$ cat config.mk
export PLATFORM = sky130hd
export DESIGN_NAME = bit_tam_unit
export DESIGN_NICKNAME = d
export VERILOG_FILES = /design/src/rtl/btm_pkg.sv /design/src/rtl/btm_bit_alu.sv /design/src/rtl/btm_mem_seq.sv /design/src/rtl/bit_tam_unit.sv
export SDC_FILE = /design/constraint.sdc
export NUM_CORES = 1
export LEC_CHECK = 0
export ABC_CLOCK_PERIOD_IN_PS = 2500
export BUFFER_PORTS_ARGS = -buffer_cell sky130_fd_sc_hd__buf_2
export CAP_MARGIN = 10
export CORE_ASPECT_RATIO = 0.7
export CORE_MARGIN = 1
export CORE_UTILIZATION = 47
export DETAILED_ROUTE_END_ITERATION = 7
export PLACE_DENSITY = 0.93
export SLEW_MARGIN = 10
export SYNTH_ARGS = -nofsm -noshare
export SYNTH_HDL_FRONTEND = slang
export SYNTH_SLANG_ARGS = --single-unit
$ cat constraint.sdc
create_clock -name clk -period 2.5 [get_ports clk]
set_input_delay 0.5 -clock clk [delete_from_list [all_inputs] [get_ports clk]]
set_output_delay 0.5 -clock clk [all_outputs]
set_load 0.01 [all_outputs]
$ cat src/rtl/btm_pkg.sv
// Package: shared types for the bit test-and-modify unit.
// Assumes: nothing beyond IEEE 1800-2017.
package btm_pkg;

    typedef enum logic {
        OP_CHANGE = 1'b0,
        OP_CLEAR  = 1'b1
    } btm_op_e;

    typedef enum logic [2:0] {
        S_IDLE,
        S_READ_REQ,
        S_READ_WAIT,
        S_WRITE_REQ,
        S_DONE
    } btm_state_e;

endpackage

$ cat src/rtl/btm_bit_alu.sv
// Module: btm_bit_alu
// Tests bit idx of opnd, reports its inverse on z, and returns the operand
// with that bit inverted (change) or forced to 0 (clear).
// Assumes: idx is already reduced to the operand width.
module btm_bit_alu #(
    parameter int W  = 32,
    parameter int IW = $clog2(W)
) (
    input  logic [W-1:0]  opnd,
    input  logic [IW-1:0] idx,
    input  btm_pkg::btm_op_e op,
    output logic [W-1:0]  res,
    output logic          z
);
    import btm_pkg::*;

    logic [W-1:0] mask;

    // Build the one-hot mask, test the bit and apply the operation.
    always_comb begin
        mask      = '0;
        mask[idx] = 1'b1;
        z         = ~opnd[idx];
        res       = (op == OP_CLEAR) ? (opnd & ~mask) : (opnd ^ mask);
    end

endmodule

$ cat src/rtl/btm_mem_seq.sv
// Module: btm_mem_seq
// Sequencer for a byte read-modify-write. It captures the operation, the
// reduced bit index and the address at start, reads one byte and holds it
// for the modify logic. It then writes the modified byte back and pulses done.
// Assumes: the memory answers each read with exactly one mem_rvalid, after
// it has accepted the read request.
module btm_mem_seq #(
    parameter int AW    = 16,
    parameter int DW    = 8,
    parameter int BN_W  = 6,
    parameter int IW    = $clog2(DW)
) (
    input  logic             clk,
    input  logic             rst_n,
    input  logic             launch,
    input  btm_pkg::btm_op_e op_in,
    input  logic [BN_W-1:0]  bit_in,
    input  logic [AW-1:0]    addr_in,
    input  logic             mem_ready,
    input  logic             mem_rvalid,
    input  logic [DW-1:0]    mem_rdata,
    output logic             mem_req,
    output logic             mem_we,
    output logic [AW-1:0]    mem_addr_o,
    output logic [DW-1:0]    byte_q,
    output logic [IW-1:0]    idx_q,
    output btm_pkg::btm_op_e op_q,
    output logic             busy,
    output logic             done
);
    import btm_pkg::*;

    btm_state_e   state_q;
    logic [AW-1:0] addr_q;

    // State register and capture of the operands and the read byte.
    always_ff @(posedge clk) begin
        if (!rst_n) begin
            state_q <= S_IDLE;
            addr_q  <= '0;
            byte_q  <= '0;
            idx_q   <= '0;
            op_q    <= OP_CHANGE;
        end else begin
            case (state_q)
                S_IDLE: if (launch) begin
                    state_q <= S_READ_REQ;
                    addr_q  <= addr_in;
                    op_q    <= op_in;
                    idx_q   <= IW'(bit_in % BN_W'(DW));
                end
                S_READ_REQ:  if (mem_ready) state_q <= S_READ_WAIT;
                S_READ_WAIT: if (mem_rvalid) begin
                    byte_q  <= mem_rdata;
                    state_q <= S_WRITE_REQ;
                end
                S_WRITE_REQ: if (mem_ready) state_q <= S_DONE;
                S_DONE:      state_q <= S_IDLE;
                default:     state_q <= S_IDLE;
            endcase
        end
    end

    // Decode the memory port and status from the state.
    always_comb begin
        mem_req    = (state_q == S_READ_REQ) || (state_q == S_WRITE_REQ);
        mem_we     = (state_q == S_WRITE_REQ);
        mem_addr_o = addr_q;
        busy       = (state_q != S_IDLE);
        done       = (state_q == S_DONE);
    end

    // an unaccepted request is held with the same direction and address.
    p_req_hold_r7: assert property (@(posedge clk) disable iff (!rst_n)
        (mem_req && !mem_ready) |=> (mem_req && $stable(mem_we) && $stable(mem_addr_o)));

    // a write starts only on the cycle after read data returned.
    p_write_after_read_r8: assert property (@(posedge clk) disable iff (!rst_n)
        $rose(mem_we) |-> $past(mem_rvalid));

    // done is a single-cycle pulse.
    p_done_pulse_r8: assert property (@(posedge clk) disable iff (!rst_n)
        done |=> !done);

endmodule

$ cat src/rtl/bit_tam_unit.sv
// Module: bit_tam_unit (top)
// Single-bit test-and-modify. The register path is combinational (32-bit,
// bit number mod 32). The memory path is a byte read-modify-write (bit number
// mod 8). Z carries the inverse of the tested bit. X, N, V and C pass through.
// Assumes: flags_in = {X,N,V,C}; flags_out = {X,N,Z,V,C}.
module bit_tam_unit #(
    parameter int REG_W = 32,
    parameter int MEM_W = 8,
    parameter int AW    = 16,
    parameter int BN_W  = 6
) (
    input  logic             clk,
    input  logic             rst_n,
    input  logic             start,
    input  logic             op_clear,
    input  logic             tgt_mem,
    input  logic [BN_W-1:0]  bit_num,
    input  logic [REG_W-1:0] reg_in,
    input  logic [AW-1:0]    mem_addr,
    input  logic [3:0]       flags_in,
    output logic [REG_W-1:0] reg_out,
    output logic [4:0]       flags_out,
    output logic             busy,
    output logic             done,
    output logic             mem_req,
    output logic             mem_we,
    output logic [AW-1:0]    mem_addr_o,
    output logic [MEM_W-1:0] mem_wdata,
    input  logic             mem_ready,
    input  logic             mem_rvalid,
    input  logic [MEM_W-1:0] mem_rdata
);
    import btm_pkg::*;

    localparam int REG_IW = $clog2(REG_W);
    localparam int MEM_IW = $clog2(MEM_W);

    btm_op_e           op_in;
    btm_op_e           op_q;
    logic [REG_IW-1:0] reg_idx;
    logic [MEM_IW-1:0] mem_idx;
    logic [MEM_W-1:0]  byte_q;
    logic              z_reg;
    logic              z_mem;
    logic              launch;

    // Decode the operation, reduce the register bit index and gate the launch.
    always_comb begin
        op_in   = op_clear ? OP_CLEAR : OP_CHANGE;
        reg_idx = REG_IW'(bit_num % BN_W'(REG_W));
        launch  = start && tgt_mem && !busy;
    end

    btm_bit_alu #(.W(REG_W)) i_reg_alu (
        .opnd (reg_in),
        .idx  (reg_idx),
        .op   (op_in),
        .res  (reg_out),
        .z    (z_reg)
    );

    btm_mem_seq #(.AW(AW), .DW(MEM_W), .BN_W(BN_W)) i_seq (
        .clk        (clk),
        .rst_n      (rst_n),
        .launch     (launch),
        .op_in      (op_in),
        .bit_in     (bit_num),
        .addr_in    (mem_addr),
        .mem_ready  (mem_ready),
        .mem_rvalid (mem_rvalid),
        .mem_rdata  (mem_rdata),
        .mem_req    (mem_req),
        .mem_we     (mem_we),
        .mem_addr_o (mem_addr_o),
        .byte_q     (byte_q),
        .idx_q      (mem_idx),
        .op_q       (op_q),
        .busy       (busy),
        .done       (done)
    );

    btm_bit_alu #(.W(MEM_W)) i_mem_alu (
        .opnd (byte_q),
        .idx  (mem_idx),
        .op   (op_q),
        .res  (mem_wdata),
        .z    (z_mem)
    );

    // Merge Z into the passed-through flags; the memory result shows on done.
    always_comb begin
        flags_out = {flags_in[3:2], (done ? z_mem : z_reg), flags_in[1:0]};
    end

    // the register result differs from its operand only at the selected bit.
    p_only_sel_bit_r4: assert property (@(posedge clk) disable iff (!rst_n)
        (((reg_out ^ reg_in) & ~(REG_W'(1) << reg_idx)) == '0));

    // a clear on a register always leaves the selected bit at zero.
    p_clear_zero_r3: assert property (@(posedge clk) disable iff (!rst_n)
        op_clear |-> (reg_out[reg_idx] == 1'b0));

    // a new launch cannot occur while a sequence is running.
    p_no_relaunch_r10: assert property (@(posedge clk) disable iff (!rst_n)
        (busy && !done) |=> busy);

endmodule

Word level (Yosys, flattened, before mapping)
Cells that the tools add are included. W data, S select, Z words.

Register bits: 31. Output and inout bits: 65. Logic and storage cells: 53.

Order comparisons: 4. Eq/ne operators: 8. Multiplexer cells: 17. Bitwise logic cells: 8. Reduce and logical (&&, ||, !) cells: 11.

Operator list (number): $and A32 B32 Y32 (1); $mux W32 (1); $not A32 Y32 (1); $xor A32 B32 Y32 (1); $mux W3 (4); $pmux W3 S4 (1); $and A8 B8 Y8 (1); $mux W8 (1); $not A8 Y8 (1); $xor A8 B8 Y8 (1); $eq A3 B2 Y1 const B (2); $lt A5 B6 Y1 const B (1); $mux W1 (6); $bmux W1 S5 (1); $demux W1 S5 (1); $ge A5 B1 Y1 const B (1); $logic_and A1 B1 Y1 (4); $lt A3 B4 Y1 const B (1); $ne A2 B1 Y1 const B (2); $ne A2 B2 Y1 const B (2); $reduce_and A2 Y1 (2); $reduce_and A4 Y1 (1); $bmux W1 S3 (1); $demux W1 S3 (1); other kinds (8) (9).

Depth between registers and ports, before layout
Depth after elaboration: 7. Depth in mapped cells: 8.

By module
A second synthesis with hierarchy kept.

Cell total of the unflattened synthesis: 380. Area total of the unflattened synthesis: 3016.6 um^2.

Modules (own cells, without submodules): btm_mem_seq (times used 1, cells an instance 143, area an instance 1327.5 um^2, seq. area each 620.6 um^2); btm_bit_alu at i_reg_alu (times used 1, cells an instance 184, area an instance 1310.0 um^2, seq. area each 0.0 um^2); btm_bit_alu at i_mem_alu (times used 1, cells an instance 47, area an instance 325.3 um^2, seq. area each 0.0 um^2); bit_tam_unit (times used 1, cells an instance 6, area an instance 53.8 um^2, seq. area each 0.0 um^2).

Least setup slack after synthesis
No wires, ideal clock.

Path kind: input port to output port. Start: input port bit_num[1]. End: output port reg_out[6]. Arrival time: 1.837 ns. Data required time: 2.000 ns. Setup slack: 0.163 ns. Stages on the path: 7. Cell sequence: buf_6 > buf_2 > nor2b_1 > clkbuf_1 > nand2_1 > ha_1 > o21ai_0.

Cells in the longest elaborated chain, start to end: 7. Elaborated cells on any way between the ends: 9.

Ends and longest elaborated chain: start: declaration (line bit_tam_unit.sv:17) `input logic [BN_W-1:0] bit_num,`; $lt A5 B6 Y1 (not written as such) / $ge A5 B1 Y1 (equally long branches) (line btm_bit_alu.sv:22) `mask[idx] = 1'b1;`; $logic_and A1 B1 Y1 (not written as such) (line btm_bit_alu.sv:22); $mux W1 (not written as such) (line btm_bit_alu.sv:22); $demux W1 S5 (*); $not A32 Y32 (line btm_bit_alu.sv:24) `res = (op == OP_CLEAR) ? (opnd & ~mask) : (opnd ^ mask);`; $and A32 B32 Y32 (line btm_bit_alu.sv:24); $mux W32 (*) (line btm_bit_alu.sv:24); end: declaration (line bit_tam_unit.sv:21) `output logic [REG_W-1:0] reg_out,`.

Every way passes the cells marked *; elsewhere a longest branch is shown, timed or not.

Worst setup path in the final report
Start: input port bit_num[1]. End: output port flags_out[2].

Cells in the longest elaborated chain, start to end: 4.

Ends and longest elaborated chain: $bmux W1 S5 (line btm_bit_alu.sv:23) `z = ~opnd[idx];`; $mux W1 (not written as such) (line btm_bit_alu.sv:23); $not A1 Y1 (line btm_bit_alu.sv:23); $mux W1 (line bit_tam_unit.sv:92) `flags_out = {flags_in[3:2], (done ? z_mem : z_reg), flags_in[1:0]};`; end: declaration (line bit_tam_unit.sv:22) `output logic [4:0] flags_out,`.

No other way between the ends. The select of a mux whose other input is x is not followed.

==> flow_summary.yaml <==
routing:
  drc: 0
  viasPerCell: 5.28
  wl_met2_um: 3550
  first_pass_iters: 5
  wl_met3_um: 477
  wire_per_inst_um: 13.5
  drtAntennaViolNets: 0
  drt_iter0_drc: 187
  highest_layer: "met4"
  num_vias: 3024
  wl_met1_um: 3560
  wl_um: 7710
critical_path:
  reg2reg_depth: 4
  required_ns: 2.00
  max_stage_delay_ns: 0.32
  path_buf_inv: 2
  arrival_ns: 1.92
  r2r_end: "i_seq.mem_addr_o[1]"
  end_kind: "output pin"
  critPathSlowestCell: "nor4_1"
  crit_top_cell: "a31oi_1"
  critPathLaunchType: "input pin"
  path_class: "input pin to output pin"
  reg2reg_slack_ns: 0.67
  crit_fanout: 11
  crit_chain: "clkbuf_4 > and2_1 > a22oi_1 > a31oi_1 > nor4_1 > a31oi_1 > buf_2"
  reg2reg_from: "i_seq.state_q[2]"
  cp_top_family: "simple AND/OR/NAND/NOR gates"
grt:
  grt_pass1_vias: 2571
  grt_pass1_wl_um: 12100
  antenna_found_initial: 0
  grt_usage_pct: 24.3
  overflow: 0
  grt_max_degree: 38
floorplanning:
  dieArea_mm2: 0.00627
  rows: 23
  start_util_pct: 48.9
  core_mm2: 0.00573
  die_x_um: 94.2
  fp.dieH_um: 66.6
  ios: 138
final_layout:
  n_antenna_cell: 0
  drive_gt1_share_pct: 31.3
  area_delta_synth_final_pct: 29.0
  fin_nets: 610
cts:
  holdBufCountCts: 0
  clk_pin_slew_ns: 0.06
  post_cts_buffers: 0
  clk_latency_ns: 0.28
  clockBufferDepth: 2
  cts.htree.levels: 2
  numCtsBuffers: 5
  cts_tree: "yes"
  cts-root-buf: "clkbuf_8"
  clock_sinks: 31
logic_synthesis:
  synth_area_mm2: 0.00280
  synth_top_area_cell: "dfxtp_1"
  synth.avg_cell_area_um2: 7.35
  synth.top_cell.area_share_pct: 22.2
  syn_inst: 381
  synthArstFlopShare_pct: 0
  synth-edff-count: 0
  synth_area_leaders: "dfxtp_1 (22%), ha_1 (18%), nand2_1 (17%)"
  synth-main-ff-cell: "dfxtp_1"
  synth_cell_types: 37
  ys_warn_count: 0
  seq_area_frac_synth_pct: 22.2
  synth_fp_nets: 494
  synth-seq-cells: 31
timing:
  slew_violations: 0
  max_freq_mhz: 413
  slew_headroom_pct: 45.9
  finalCriticalPeriod_ns: 2.42
  hold-worst-slack_ns: 0.449
  tns_ns: 0
  hold_viol: 0
  min_period_over_period_pct: 96.9
  tightest_slew_ns: 0.810
  fin_worst_skew_ns: 0.00350
  grt_setup_unrepaired: "no"
  setup_viol: 0
job:
  cap_violations: 0
pwr:
  irDropWorstVdd_mv: 0.407
  leakage_nw: 1.77
  power_density_mw_per_mm2: 409
worst_hold_path:
  hp-class: "flip-flop to flip-flop"
  hold_depth: 2
  min_from: "i_seq.mem_addr_o[4]"
  hold_end: "i_seq.mem_addr_o[4]"
placed_design:
  io_buffers: 128
  gp_congestion: 0.943
  dp.final_hpwl_um: 6180
run_status:
  status: "completed"
synthesized netlist by cell type, types with 2 or more instances:
| library cell | count |
|---|---|
| o21ai_0 | 29 |
| nor3_1 | 3 |
| a22oi_1 | 2 |
| clkbuf_1 | 17 |
| nand3_1 | 7 |
| a21boi_1 | 28 |
| buf_4 | 5 |
| dfxtp_1 | 31 |
| nor2b_1 | 5 |
| or3_1 | 4 |
| inv_1 | 15 |
| ha_1 | 40 |
| nor3b_2 | 3 |
| mux4_2 | 2 |
| and2_1 | 2 |
| nor3b_1 | 2 |
| nor2_1 | 8 |
| nand2_1 | 125 |
| o21ai_1 | 2 |
| buf_2 | 6 |
| a31oi_1 | 2 |
| and3_1 | 3 |
| a21oi_1 | 4 |
| mux2i_1 | 23 |
layout make-up:
| cell class | count | area, µm² |
|---|---|---|
| multi-input cells | 305 | 1980 |
| well taps | 75 | 93.8 |
| flip-flops and latches | 31 | 623 |
| clock inverters | 2 | 35.0 |
| fillers | 512 | 2120 |
| inverters | 16 | 60.1 |
| repair buffers | 138 | 731 |
| clock buffers | 6 | 82.6 |
layer usage:
metal | vias up | track usage [%]
met5 | - | 0
met4 | 0 | 5.38
met3 | 18 | 5.14
met2 | 116 | 38.9
met1 | 1374 | 33.4
li1 | 1516 | -
sequential cells by signal, summed over array words and instances (netlist names):
register,count
i_seq.mem_addr_o,16
i_seq.state_q,3
i_seq.op_q,1
i_seq.byte_q,8
i_seq.idx_q,3
power breakdown:
group | internal [W] | leakage, nW | switching, W | total, W
clock network | 0.000322 | 0.0612 | 0.000186 | 0.000508
registers | 0.000516 | 0.253 | 0.0000207 | 0.000536
logic | 0.000194 | 1.46 | 0.000239 | 0.000433
cell usage in the layout (no fill, tap or decap), drive strengths merged, types with 2 or more instances in the layout:
cell,synthesis,layout
nor2,8,8
mux2,2,2
nand2,125,125
clkbuf,17,7
ha,40,40
inv,16,16
nand3,7,7
a21oi,4,4
buf,12,137
mux2i,23,23
and3,3,3
a31oi,2,2
nor3b,5,5
or3,4,4
nor3,3,3
a21boi,28,28
dfxtp,31,31
a22oi,2,2
o21ai,31,31
nor2b,5,5
and2,2,2
mux4,2,2
logic make-up (layout without fill, tap and decap cells):
logic type      count (synthesis)  in the layout  share of synthesized area, %
compound gates                 72             72                          16.3
flops                          31             31                          22.2
mux                            27             27                          10.8
simple gates                  165            165                          25.3
buf+inv                        45            162                          7.24
fa+ha+maj                      40             40                          17.9
xor+xnor                        1              1                         0.313
stage by stage:
step	instances	total power [W]	setup slack, ns	cell area, µm²	utilization, %
global route	573	0.00156	0.0191	3610	63.0
global placement	565	0.000955	0.112	3480	60.7
floorplan	381	0.000794	0.163	2800	-
detailed placement	565	0.000974	0.0852	3480	60.7
CTS	573	0.00148	0.0675	3600	62.8
finish	573	0.00148	0.0780	3610	63.0
timing repair:
item	in CTS	in global routing
setup endpoints to repair	0	4
endpoints found under the hold margin	0	0
gates resized for setup	0	5
worst register-to-register path: stages (launching register included):
cell	delay (ns)
dfxtp_1	0.35
nor3_1	0.37
nand3_1	0.66
nand2_1	0.26
a21boi_1	0.08
how the worst max path moves through the flow:
stage | start | to | cells past startpoint
after floorplan | bit_num[1] | reg_out[6] | 7
after global placement | bit_num[1] | flags_out[2] | 7
after detailed placement | bit_num[1] | flags_out[2] | 8
after CTS | i_seq.idx_q[0] | flags_out[2] | 6
after global routing | bit_num[3] | flags_out[2] | 7
final | bit_num[1] | flags_out[2] | 7
Power figures use the tool's default switching activity.
